`src/rtl/pt_xlate_pkg.sv`:
```
package pt_xlate_pkg;
  localparam int unsigned PTE_VALID = 0;
  localparam int unsigned PTE_WRITE = 1;
  localparam int unsigned PTE_USER  = 2;

  typedef enum logic [1:0] {
    CAUSE_NONE    = 2'd0,
    CAUSE_INVALID = 2'd1,
    CAUSE_WRPROT  = 2'd2
  } cause_e;

  typedef enum logic [2:0] {
    S_IDLE, S_LOOK, S_MREQ, S_MWAIT, S_DONE
  } walk_st_e;
endpackage

```
`src/rtl/pt_tlb.sv`:
```
module pt_tlb #(
  parameter int unsigned ENTRIES = 8,
  parameter int unsigned VPN_W   = 27,
  parameter int unsigned PFN_W   = 19
) (
  input  logic             clk_i,
  input  logic             rst_ni,
  input  logic             flush_i,
  input  logic [VPN_W-1:0] lk_vpn_i,
  output logic             hit_o,
  output logic [PFN_W-1:0] hit_pfn_o,
  output logic             hit_wr_o,
  input  logic             ins_i,
  input  logic [PFN_W-1:0] ins_pfn_i,
  input  logic             ins_wr_i
);
  localparam int unsigned PTR_W = (ENTRIES > 1) ? $clog2(ENTRIES) : 1;

  logic [PTR_W-1:0]   ptr_q;
  logic [ENTRIES-1:0] match;
  logic [ENTRIES-1:0] ent_wr;
  logic [PFN_W-1:0]   ent_pfn [ENTRIES];

  for (genvar g = 0; g < ENTRIES; g++) begin : g_ent
    logic             v_q;
    logic             wr_q;
    logic [VPN_W-1:0] vpn_q;
    logic [PFN_W-1:0] pfn_q;
    wire              sel = ins_i && (ptr_q == PTR_W'(g));

    always_ff @(posedge clk_i or negedge rst_ni) begin
      if (!rst_ni) begin
        v_q   <= 1'b0;
        wr_q  <= 1'b0;
        vpn_q <= '0;
        pfn_q <= '0;
      end else if (flush_i) begin
        v_q <= 1'b0;
      end else if (sel) begin
        v_q   <= 1'b1;
        wr_q  <= ins_wr_i;
        vpn_q <= lk_vpn_i;
        pfn_q <= ins_pfn_i;
      end
    end

    assign match[g]   = v_q && (vpn_q == lk_vpn_i);
    assign ent_wr[g]  = wr_q;
    assign ent_pfn[g] = pfn_q;
  end

  always_comb begin
    hit_pfn_o = '0;
    hit_wr_o  = 1'b0;
    for (int i = 0; i < ENTRIES; i++) begin
      if (match[i]) begin
        hit_pfn_o = hit_pfn_o | ent_pfn[i];
        hit_wr_o  = hit_wr_o | ent_wr[i];
      end
    end
  end
  assign hit_o = |match;

  // round-robin victim pointer
  always_ff @(posedge clk_i or negedge rst_ni) begin
    if (!rst_ni) ptr_q <= '0;
    else if (ins_i && !flush_i)
      ptr_q <= (ptr_q == PTR_W'(ENTRIES - 1)) ? '0 : ptr_q + 1'b1;
  end

  a_r8_no_duplicate: assert property (@(posedge clk_i) disable iff (!rst_ni)
    $onehot0(match));
  a_r9_flush_empties: assert property (@(posedge clk_i) disable iff (!rst_ni)
    flush_i |=> !hit_o);
endmodule

```
`src/rtl/pt_walk.sv`:
```
module pt_walk
  import pt_xlate_pkg::*;
#(
  parameter int unsigned VA_W   = 40,
  parameter int unsigned PA_W   = 32,
  parameter int unsigned OFF_W  = 13,
  parameter int unsigned PTE_W  = 32,
  parameter int unsigned LEVELS = 3,
  localparam int unsigned IDX_W = OFF_W - $clog2(PTE_W / 8),
  localparam int unsigned VPN_W = VA_W - OFF_W,
  localparam int unsigned PFN_W = PA_W - OFF_W
) (
  input  logic             clk_i,
  input  logic             rst_ni,
  input  logic             req_i,
  input  logic [VA_W-1:0]  vaddr_i,
  input  logic             write_i,
  input  logic [PFN_W-1:0] root_i,
  output logic             ack_o,
  output logic             fault_o,
  output logic [1:0]       cause_o,
  output logic [PA_W-1:0]  paddr_o,
  output logic             mem_req_o,
  output logic [PA_W-1:0]  mem_addr_o,
  input  logic             mem_valid_i,
  input  logic [PTE_W-1:0] mem_rdata_i,
  output logic [VPN_W-1:0] lk_vpn_o,
  input  logic             hit_i,
  input  logic [PFN_W-1:0] hit_pfn_i,
  input  logic             hit_wr_i,
  output logic             ins_o,
  output logic [PFN_W-1:0] ins_pfn_o,
  output logic             ins_wr_o
);
  localparam int unsigned LVL_W = (LEVELS > 1) ? $clog2(LEVELS) : 1;

  walk_st_e         st_q;
  logic [VA_W-1:0]  va_q;
  logic             wr_q;
  logic [PFN_W-1:0] base_q;
  logic [LVL_W-1:0] lvl_q;
  logic             fault_q;
  cause_e           cause_q;
  logic [PA_W-1:0]  pa_q;
  logic [IDX_W-1:0] idx;

  wire [VPN_W-1:0] vpn     = va_q[VA_W-1:OFF_W];
  wire             pte_v   = mem_rdata_i[PTE_VALID];
  wire             pte_wr  = mem_rdata_i[PTE_WRITE];
  wire [PFN_W-1:0] pte_pfn = mem_rdata_i[OFF_W +: PFN_W];
  wire             last    = (lvl_q == LVL_W'(LEVELS - 1));
  wire             deny    = wr_q && !pte_wr;
  wire             unused_pte_bits = ^mem_rdata_i[OFF_W-1:PTE_WRITE+1];

  // index slice for the current level; top level is zero-extended
  always_comb begin
    idx = '0;
    for (int l = 0; l < LEVELS; l++)
      if (lvl_q == LVL_W'(l)) idx = IDX_W'(vpn >> ((LEVELS - 1 - l) * IDX_W));
  end

  always_ff @(posedge clk_i or negedge rst_ni) begin
    if (!rst_ni) begin
      st_q    <= S_IDLE;
      va_q    <= '0;
      wr_q    <= 1'b0;
      base_q  <= '0;
      lvl_q   <= '0;
      fault_q <= 1'b0;
      cause_q <= CAUSE_NONE;
      pa_q    <= '0;
    end else begin
      unique case (st_q)
        S_IDLE: if (req_i) begin
          va_q   <= vaddr_i;
          wr_q   <= write_i;
          base_q <= root_i;
          lvl_q  <= '0;
          st_q   <= S_LOOK;
        end
        S_LOOK: if (hit_i) begin
          fault_q <= wr_q && !hit_wr_i;
          cause_q <= (wr_q && !hit_wr_i) ? CAUSE_WRPROT : CAUSE_NONE;
          pa_q    <= {hit_pfn_i, va_q[OFF_W-1:0]};
          st_q    <= S_DONE;
        end else begin
          st_q <= S_MREQ;
        end
        S_MREQ: st_q <= S_MWAIT;
        S_MWAIT: if (mem_valid_i) begin
          if (!pte_v) begin
            fault_q <= 1'b1;
            cause_q <= CAUSE_INVALID;
            st_q    <= S_DONE;
          end else if (!last) begin
            base_q <= pte_pfn;
            lvl_q  <= lvl_q + 1'b1;
            st_q   <= S_MREQ;
          end else begin
            fault_q <= deny;
            cause_q <= deny ? CAUSE_WRPROT : CAUSE_NONE;
            pa_q    <= {pte_pfn, va_q[OFF_W-1:0]};
            st_q    <= S_DONE;
          end
        end
        S_DONE: st_q <= S_IDLE;
        default: st_q <= S_IDLE;
      endcase
    end
  end

  assign ack_o      = (st_q == S_DONE);
  assign fault_o    = fault_q;
  assign cause_o    = cause_q;
  assign paddr_o    = pa_q;
  assign mem_req_o  = (st_q == S_MREQ);
  assign mem_addr_o = {base_q, idx, {(OFF_W - IDX_W){1'b0}}};
  assign lk_vpn_o   = vpn;
  assign ins_o      = (st_q == S_MWAIT) && mem_valid_i && pte_v && last && !deny;
  assign ins_pfn_o  = pte_pfn;
  assign ins_wr_o   = pte_wr;

  a_r3_single_cycle_req: assert property (@(posedge clk_i) disable iff (!rst_ni)
    mem_req_o |=> !mem_req_o);
  a_r3_one_outstanding: assert property (@(posedge clk_i) disable iff (!rst_ni)
    (st_q == S_MWAIT && !mem_valid_i) |=> !mem_req_o);
  a_r11_ack_pulse: assert property (@(posedge clk_i) disable iff (!rst_ni)
    ack_o |=> !ack_o);
  a_r4_fault_has_cause: assert property (@(posedge clk_i) disable iff (!rst_ni)
    (ack_o && fault_o) |-> (cause_o != 2'd0));
  a_r7_fill_only_on_success: assert property (@(posedge clk_i) disable iff (!rst_ni)
    ins_o |=> (ack_o && !fault_o));
  a_r6_hit_no_read: assert property (@(posedge clk_i) disable iff (!rst_ni)
    (st_q == S_LOOK && hit_i) |=> (ack_o && !mem_req_o));
endmodule

```
`src/rtl/pt_xlate.sv`:
```
module pt_xlate #(
  parameter int unsigned VA_W    = 40,
  parameter int unsigned PA_W    = 32,
  parameter int unsigned OFF_W   = 13,
  parameter int unsigned PTE_W   = 32,
  parameter int unsigned LEVELS  = 3,
  parameter int unsigned ENTRIES = 8,
  localparam int unsigned VPN_W  = VA_W - OFF_W,
  localparam int unsigned PFN_W  = PA_W - OFF_W
) (
  input  logic             clk_i,
  input  logic             rst_ni,
  input  logic             flush_i,
  input  logic [PFN_W-1:0] root_frame_i,
  input  logic             req_i,
  input  logic [VA_W-1:0]  vaddr_i,
  input  logic             write_i,
  output logic             ack_o,
  output logic             fault_o,
  output logic [1:0]       cause_o,
  output logic [PA_W-1:0]  paddr_o,
  output logic             mem_req_o,
  output logic [PA_W-1:0]  mem_addr_o,
  input  logic             mem_valid_i,
  input  logic [PTE_W-1:0] mem_rdata_i
);
  logic [VPN_W-1:0] lk_vpn;
  logic             hit, hit_wr, ins, ins_wr;
  logic [PFN_W-1:0] hit_pfn, ins_pfn;

  pt_tlb #(.ENTRIES(ENTRIES), .VPN_W(VPN_W), .PFN_W(PFN_W)) i_tlb (
    .clk_i, .rst_ni, .flush_i,
    .lk_vpn_i (lk_vpn),
    .hit_o    (hit),
    .hit_pfn_o(hit_pfn),
    .hit_wr_o (hit_wr),
    .ins_i    (ins),
    .ins_pfn_i(ins_pfn),
    .ins_wr_i (ins_wr)
  );

  pt_walk #(.VA_W(VA_W), .PA_W(PA_W), .OFF_W(OFF_W), .PTE_W(PTE_W), .LEVELS(LEVELS)) i_walk (
    .clk_i, .rst_ni, .req_i, .vaddr_i, .write_i,
    .root_i     (root_frame_i),
    .ack_o, .fault_o, .cause_o, .paddr_o,
    .mem_req_o, .mem_addr_o, .mem_valid_i, .mem_rdata_i,
    .lk_vpn_o   (lk_vpn),
    .hit_i      (hit),
    .hit_pfn_i  (hit_pfn),
    .hit_wr_i   (hit_wr),
    .ins_o      (ins),
    .ins_pfn_o  (ins_pfn),
    .ins_wr_o   (ins_wr)
  );
endmodule

```
`config.mk`:
```
export PLATFORM = sky130hd
export DESIGN_NAME = pt_xlate
export DESIGN_NICKNAME = d
export VERILOG_FILES = /design/src/rtl/pt_xlate_pkg.sv /design/src/rtl/pt_tlb.sv /design/src/rtl/pt_walk.sv /design/src/rtl/pt_xlate.sv
export SDC_FILE = /design/constraint.sdc
export NUM_CORES = 1
export LEC_CHECK = 0
export BUFFER_PORTS_ARGS = -buffer_cell sky130_fd_sc_hd__buf_2
export CAP_MARGIN = 20
export CORE_MARGIN = 1
export CORE_UTILIZATION = 55
export DETAILED_ROUTE_END_ITERATION = 12
export HOLD_SLACK_MARGIN = 0.1
export PLACE_DENSITY = 0.74
export SYNTH_ARGS = -nofsm -noshare
export SYNTH_HDL_FRONTEND = slang
export SYNTH_SLANG_ARGS = --single-unit
```
`constraint.sdc`:
```
create_clock -name clk_i -period 4 [get_ports clk_i]
set_input_delay 0.4 -clock clk_i [delete_from_list [all_inputs] [get_ports clk_i]]
set_output_delay 0.4 -clock clk_i [all_outputs]
set_load 0.05 [all_outputs]
```
==> impl_metrics.py, run 1 <==
metrics = {
    "logic_synthesis": {
        "synthFlopType": "dfrtp_1",
        "synth_common_cells": "dfrtp_1, mux2_2, xor2_1, xnor2_1, clkbuf_1",
        "yosysMostFrequentCell": "dfrtp_1",
        "syn-instance-count": 1732,
        "synth_edf_count": 0,
        "synth_cell_types": 37,
        "syn_avg_cell_area_sq_um": 12.95,
        "syn-cell-area_sq_um": 22430,
        "yosys.area.top_type": "dfrtp_1",
        "synth_seq_cells": 487,
        "yosys_warnings": 0,
        "seq_area_frac_synth_pct": 54.33,
        "async_flop_share_pct": 100.0,
        "synth_top_area_share_pct": 54.33,
        "synthTopCellsByArea": "dfrtp_1, mux2_2, xor2_1",
    },
    "pwr": {
        "p_leak_nw": 13.01,
        "ir_drop_uv": 908.1,
        "power_density_nw_per_um2": 641.3,
    },
    "layout": {
        "final_area_sq_um": 26180,
        "final-seq-area_sq_um": 12190,
        "nFillCells": 3018,
        "utilization_pct": 65.44,
        "multi_input_area_sq_um": 9543,
        "layoutNonFillerInstCount": 2482,
        "syn_to_final_growth_pct": 16.70,
        "drive_gt1_share_pct": 39.83,
        "nets": 2024,
    },
    "clocking": {
        "clk_pin_slew_ns": 0.06,
        "cts-buffers-inserted": 51,
        "postCtsHoldBufs": 62,
        "cts_resized": 0,
        "clockBufferDepth": 3,
        "cts_setup_buffers": 0,
        "insertion_delay_ns": 0.60,
        "cts_root_buf": "clkbuf_16",
        "ctsHtreeMaxLevel": 2,
        "cts_sinks": 487,
        "cts_tree": "yes",
    },
    "critical_path": {
        "cpMaxStageDelayCell": "dfrtp_1",
        "crit_path_max_incr_delay_ns": 0.71,
        "critPathKind": "flop to flop",
        "cp.arrival_ns": 3.79,
        "startpoint_type": "flop",
        "path_common_cell": "buf_4",
        "critPathTopFamily": "simple AND/OR/NAND/NOR gates",
        "required_ns": 4.53,
        "end_kind": "flop",
        "worst-path-buf-inv": 3,
        "crit_fanout": 20,
        "path_cells": "buf_4, xor2_1, nor4_1, nand4_1, nor4_2, buf_4, buf_4, a22oi_1, and3_1, a21oi_1, mux2_4",
    },
    "global_route": {
        "grt_pass1_wl_microns": 84520,
        "antenna_found_initial": 0,
        "track_usage_pct": 26.64,
        "grt_pass1_vias": 14910,
        "grt_overflow": 0,
        "grt_max_degree": 100,
    },
    "sta": {
        "slew_viol_final": 0,
        "setup_viol": 0,
        "tns_ns": 0,
        "max_slew.worst_pin.slew_ns": 0.8283,
        "relSlewSlack_pct": 44.78,
        "post-route-period-util_pct": 81.69,
        "hold_violations": 0,
        "fmax_ghz": 0.3061,
        "finalCriticalPeriod_ns": 3.267,
        "rsz0062_at_grt": "false",
        "fin_skew_ns": 0.02297,
    },
    "routing": {
        "wire_per_inst_microns": 21.77,
        "drt_iter0_drc": 1038,
        "finalWirelength_microns": 54040,
        "postRouteAntennaNets": 0,
        "routed-via-count": 14290,
        "route.detailed.drc": 0,
        "via_per_inst": 5.756,
        "drtPass1Iterations": 7,
    },
    "floorplanning": {
        "io_pins": 166,
        "die_x_microns": 204.0,
        "rows": 73,
        "die_y_microns": 204.0,
        "core_area_sq_um": 40010,
        "start_util_pct": 56.07,
        "die_area_sq_um": 41600,
    },
    "hold_path": {
        "hold_path_class": "input port to flop",
    },
    "placement": {
        "portBuffers": 152,
        "placed_area_sq_um": 23960,
        "placed_cells": 2328,
        "gp_congestion": 0.8265,
        "hpwl_microns": 34620,
    },
    "status": {
        "status": "complete, no violations",
    },
    "flow_run": {
        "cap_violations": 0,
    },
}
stage by stage:
stage / hold WS [ns] / power (mW) / setup slack, ns
after floorplan: 0.1044 / 10.46 / 1.351
final: 0.1572 / 16.79 / 0.7326
after global placement: 0.4844 / 12.13 / 0.8299
after global routing: 0.1484 / 17.57 / 0.5965
after CTS: 0.1262 / 16.89 / 0.7465
after detailed placement: 0.4887 / 12.28 / 0.7962
layout by cell type (no fill, tap or decap), types with 46 or more instances in the layout:
cell	count
buf_4	62
dlygate4sd3_1	62
nor2_1	51
clkbuf_16	52
xor2_1	120
nand2_1	68
buf_2	151
xnor2_1	96
mux2_2	422
a21oi_1	46
dfrtp_1	487
cell families (layout without fill, tap and decap cells):
family / count (synthesis) / after routing / share of synthesized area, %
buf+inv: 174 / 397 / 3.592
flops: 487 / 487 / 54.33
other cells: 1 / 3 / 0.01672
fa+ha+maj: 9 / 9 / 0.5020
compound gates: 154 / 154 / 4.468
xor+xnor: 216 / 216 / 8.433
mux: 452 / 452 / 23.19
simple gates: 239 / 239 / 5.472
where the power goes:
part           leakage, nW  total, mW  switching [mW]  internal, mW
combinational         5.62       5.91            3.68          2.23
clock                0.795       4.53            1.94          2.59
sequential            6.60       6.35           0.794          5.56
path summary, 6_finish.rpt:
| path | startpoint | endpoint | slack (ns) | depth (start not counted) |
|---|---|---|---|---|
| min | mem_rdata_i[17] | i_walk.base_q[4] | 0.16 | 3 |
| max in group asynchronous | rst_ni | i_tlb.g_ent[4].vpn_q[7] | 2.41 | 3 |
| max reg2reg | i_walk.va_q[25] | i_walk.paddr_o[30] | 0.73 | 11 |
| min reg2reg | i_walk.paddr_o[31] | i_walk.paddr_o[31] | 0.50 | 1 |
| min in group asynchronous | rst_ni | i_walk.paddr_o[25] | 0.44 | 2 |
| max | i_walk.va_q[25] | i_walk.paddr_o[30] | 0.73 | 11 |
flip-flops by register name, summed over array words and instances (netlist names):
signal             flops
i_tlb.g_ent.vpn_q    216
i_tlb.g_ent.pfn_q    152
i_walk.va_q           40
i_walk.paddr_o        32
i_walk.base_q         19
i_tlb.g_ent.v_q        8
i_tlb.g_ent.wr_q       8
i_tlb.ptr_q            3
i_walk.st_q            3
i_walk.cause_o         2
i_walk.lvl_q           2
i_walk.fault_o         1
i_walk.wr_q            1
layout make-up:
cell class	count	area share, %
Sequential cell	487	46.55
Tap cell	525	2.509
Clock inverter	14	0.3393
Multi-Input combinational cell	1072	36.45
Clock buffer	77	5.749
Timing Repair Buffer	290	8.163
Antenna cell	1	0.009558
Inverter	16	0.2294
layer usage:
metal	up-vias	share of wire [%]	global-route usage, %
met4	0	2.4	7.969
li1	6439	-	-
met5	-	0	0
met2	382	50	45.31
met3	104	4.5	3.667
met1	7362	43	35.57
worst reg2reg max path, delay by kind of cell (launching register included):
family | cells | cell delay (ns)
AOI/OAI and AO/OA | 2 | 0.37
DFF | 1 | 0.71
muxes | 1 | 0.19
buffers and inverters | 3 | 0.75
and+or+nand+nor | 4 | 1.09
xor gates and xnor gates | 1 | 0.09
(Power assumes the default switching activity.)
==> inputs of run 2 (changes only) <==
==> constraint.sdc (replaced) <==
create_clock -name clk_i -period 3.35 [get_ports clk_i]
set_input_delay 0.335 -clock clk_i [delete_from_list [all_inputs] [get_ports clk_i]]
set_output_delay 0.335 -clock clk_i [all_outputs]
set_load 0.05 [all_outputs]
==> run 2 against run 1 <==
Cell count is 2.1% higher; clock power grew 25%; cell area is 2.1% higher; critical path depth fell by 1; core utilization rose by 1.4 points.
==> impl_metrics.py, run 2 (synthesized netlist as in run 1, its figures left out) <==
metrics = {
    "floorplanning": {
        "die_area_sq_um": 41600,
        "start_util_pct": 56.07,
        "die_y_microns": 204.0,
        "rows": 73,
        "io_pins": 166,
        "die_x_microns": 204.0,
        "core_area_sq_um": 40010,
    },
    "pwr": {
        "p_sw_share_pct": 37.33,
        "p_comb_share_pct": 35.7,
        "power_density_nw_per_um2": 772.3,
        "power.switching_mw": 7.705,
        "internal-power_mw": 12.94,
        "clkPwrFrac_pct": 27.5,
        "power_frac_seq_pct": 36.8,
        "p_leak_nw": 13.29,
        "ir_drop_uv": 756.7,
    },
    "hold_path": {
        "hold_path_class": "input port to flop",
    },
    "routing": {
        "route.detailed.drc": 0,
        "finalWirelength_microns": 54690,
        "routed-via-count": 14580,
        "wire_per_inst_microns": 21.58,
        "via_per_inst": 5.755,
        "drtPass1Iterations": 5,
        "postRouteAntennaNets": 0,
        "drt_iter0_drc": 916,
    },
    "sta": {
        "rsz0062_at_grt": "false",
        "slew_viol_final": 0,
        "fin_skew_ns": 0.02463,
        "fmax_ghz": 0.3184,
        "tns_ns": 0,
        "setup_viol": 0,
        "finalCriticalPeriod_ns": 3.141,
        "relSlewSlack_pct": 44.56,
        "post-route-period-util_pct": 93.76,
        "max_slew.worst_pin.slew_ns": 0.8315,
        "hold_violations": 0,
    },
    "critical_path": {
        "required_ns": 3.81,
        "crit_fanout": 24,
        "cp.arrival_ns": 3.60,
        "end_kind": "flop",
        "critPathKind": "flop to flop",
        "startpoint_type": "flop",
    },
    "layout": {
        "largest_register_ffs": 216,
        "nets": 2073,
        "utilization_pct": 66.81,
        "final_common_cell": "dfrtp_1",
        "top_register": "i_tlb.g_ent.vpn_q",
        "syn_to_final_growth_pct": 19.15,
        "layoutNonFillerInstCount": 2534,
        "reg.largest.list": "i_tlb.g_ent.vpn_q: 216 flops, i_tlb.g_ent.pfn_q: 152 flops, i_walk.va_q: 40 flops",
        "final_cell_mix": "dfrtp_1, mux2_2, buf_2, xor2_1, xnor2_1",
        "drive_gt1_share_pct": 40.71,
    },
    "clocking": {
        "cts_root_buf": "clkbuf_16",
        "ctsHtreeMaxLevel": 2,
        "clk_pin_slew_ns": 0.06,
        "cts_tree": "yes",
        "cts_sinks": 487,
        "cts-buffers-inserted": 51,
        "cts_setup_buffers": 0,
        "insertion_delay_ns": 0.59,
        "clockBufferDepth": 3,
    },
    "global_route": {
        "grt_pass1_wl_microns": 85920,
        "track_usage_pct": 27.02,
        "grt_overflow": 0,
        "antenna_found_initial": 0,
        "grt_pass1_vias": 15100,
        "grt_max_degree": 93,
    },
    "status": {
        "status": "complete, no violations",
    },
    "placement": {
        "hpwl_microns": 34640,
        "portBuffers": 152,
        "placed_cells": 2362,
        "gp_congestion": 0.8334,
    },
    "flow_run": {
        "cap_violations": 0,
    },
}
-- run 2: cell types whose count changed in the layout (fill, tap and decap cells not counted), moves of 2 or more --
cell	change
bufinv_16	+5
buf_12	+5
inv_6	+2
clkbuf_8	-4
dlygate4sd3_1	+15
buf_4	+29
dfrtp_2	+2
dfrtp_1	-2
-- run 2: worst paths after layout --
check | startpoint | endpoint | slack [ns] | cells past startpoint
max reg2reg | i_walk.va_q[16] | i_walk.paddr_o[2] | 0.21 | 10
max | i_walk.va_q[16] | i_walk.paddr_o[2] | 0.21 | 10
max in group asynchronous | rst_ni | i_walk.va_q[10] | 2.04 | 3
min in group asynchronous | rst_ni | i_tlb.g_ent[1].pfn_q[16] | 0.37 | 2
min | mem_rdata_i[28] | i_walk.base_q[15] | 0.12 | 3
min reg2reg | i_walk.va_q[9] | i_walk.paddr_o[9] | 0.48 | 1
-- run 2: power groups by stage --
stage	sequential (mW)	clock, mW	combinational (mW)
2_1_floorplan	8.00	0	4.48
6_report	7.60	5.68	7.37
5_1_grt	7.69	5.99	7.89
3_3_place_gp	7.65	0	6.98
3_5_place_dp	7.69	0	7.08
4_1_cts	7.59	5.76	7.35
-- run 2: worst max-delay path, cell delays in order (launching register included) --
cell and delay, ns:
dfrtp_1 0.56, xor2_1 0.24, nor4_1 0.39, buf_4 0.19, nand4_1 0.22, nor4_4 0.50
nor3_1 0.11, nand3_2 0.15, nand3_4 0.10, buf_12 0.20, mux2_4 0.32
-- run 2: area by class of cell --
class,instances,area (sq um)
diodes,2,5.005
clock buffers,72,1425
clock inverters,21,244.0
fillers,2796,13280
inverters,16,60.06
multi-input cells,1072,9543
flip-flops and latches,487,12190
well taps,525,656.9
repair buffers,339,2605
-- run 2: per-layer routing --
metal  wire (microns)  track usage (%)
met4             1471            8.662
met3             2764            3.858
met5                0                0
met2            26860            45.51
met1            23590            36.15
-- run 2: repair_timing --
item	4_1_cts	5_1_grt
hold endpoints to repair	146	0
resized for setup	0	2
endpoints found under the setup margin	0	13
hold buffers	77	0
-- run 2: metrics by stage --
| step | power [mW] | instance area [sq um] | worst slack [ns] | hold slack [ns] |
|---|---|---|---|---|
| final | 20.64 | 26730 | 0.2089 | 0.1249 |
| after CTS | 20.71 | 26720 | 0.1589 | 0.1023 |
| after global placement | 14.63 | 24280 | 0.3225 | 0.4276 |
| after detailed placement | 14.77 | 24280 | 0.1821 | 0.4270 |
| after floorplan | 12.49 | 22440 | 0.7660 | 0.03941 |
| after global routing | 21.57 | 26720 | 0.07642 | 0.1351 |
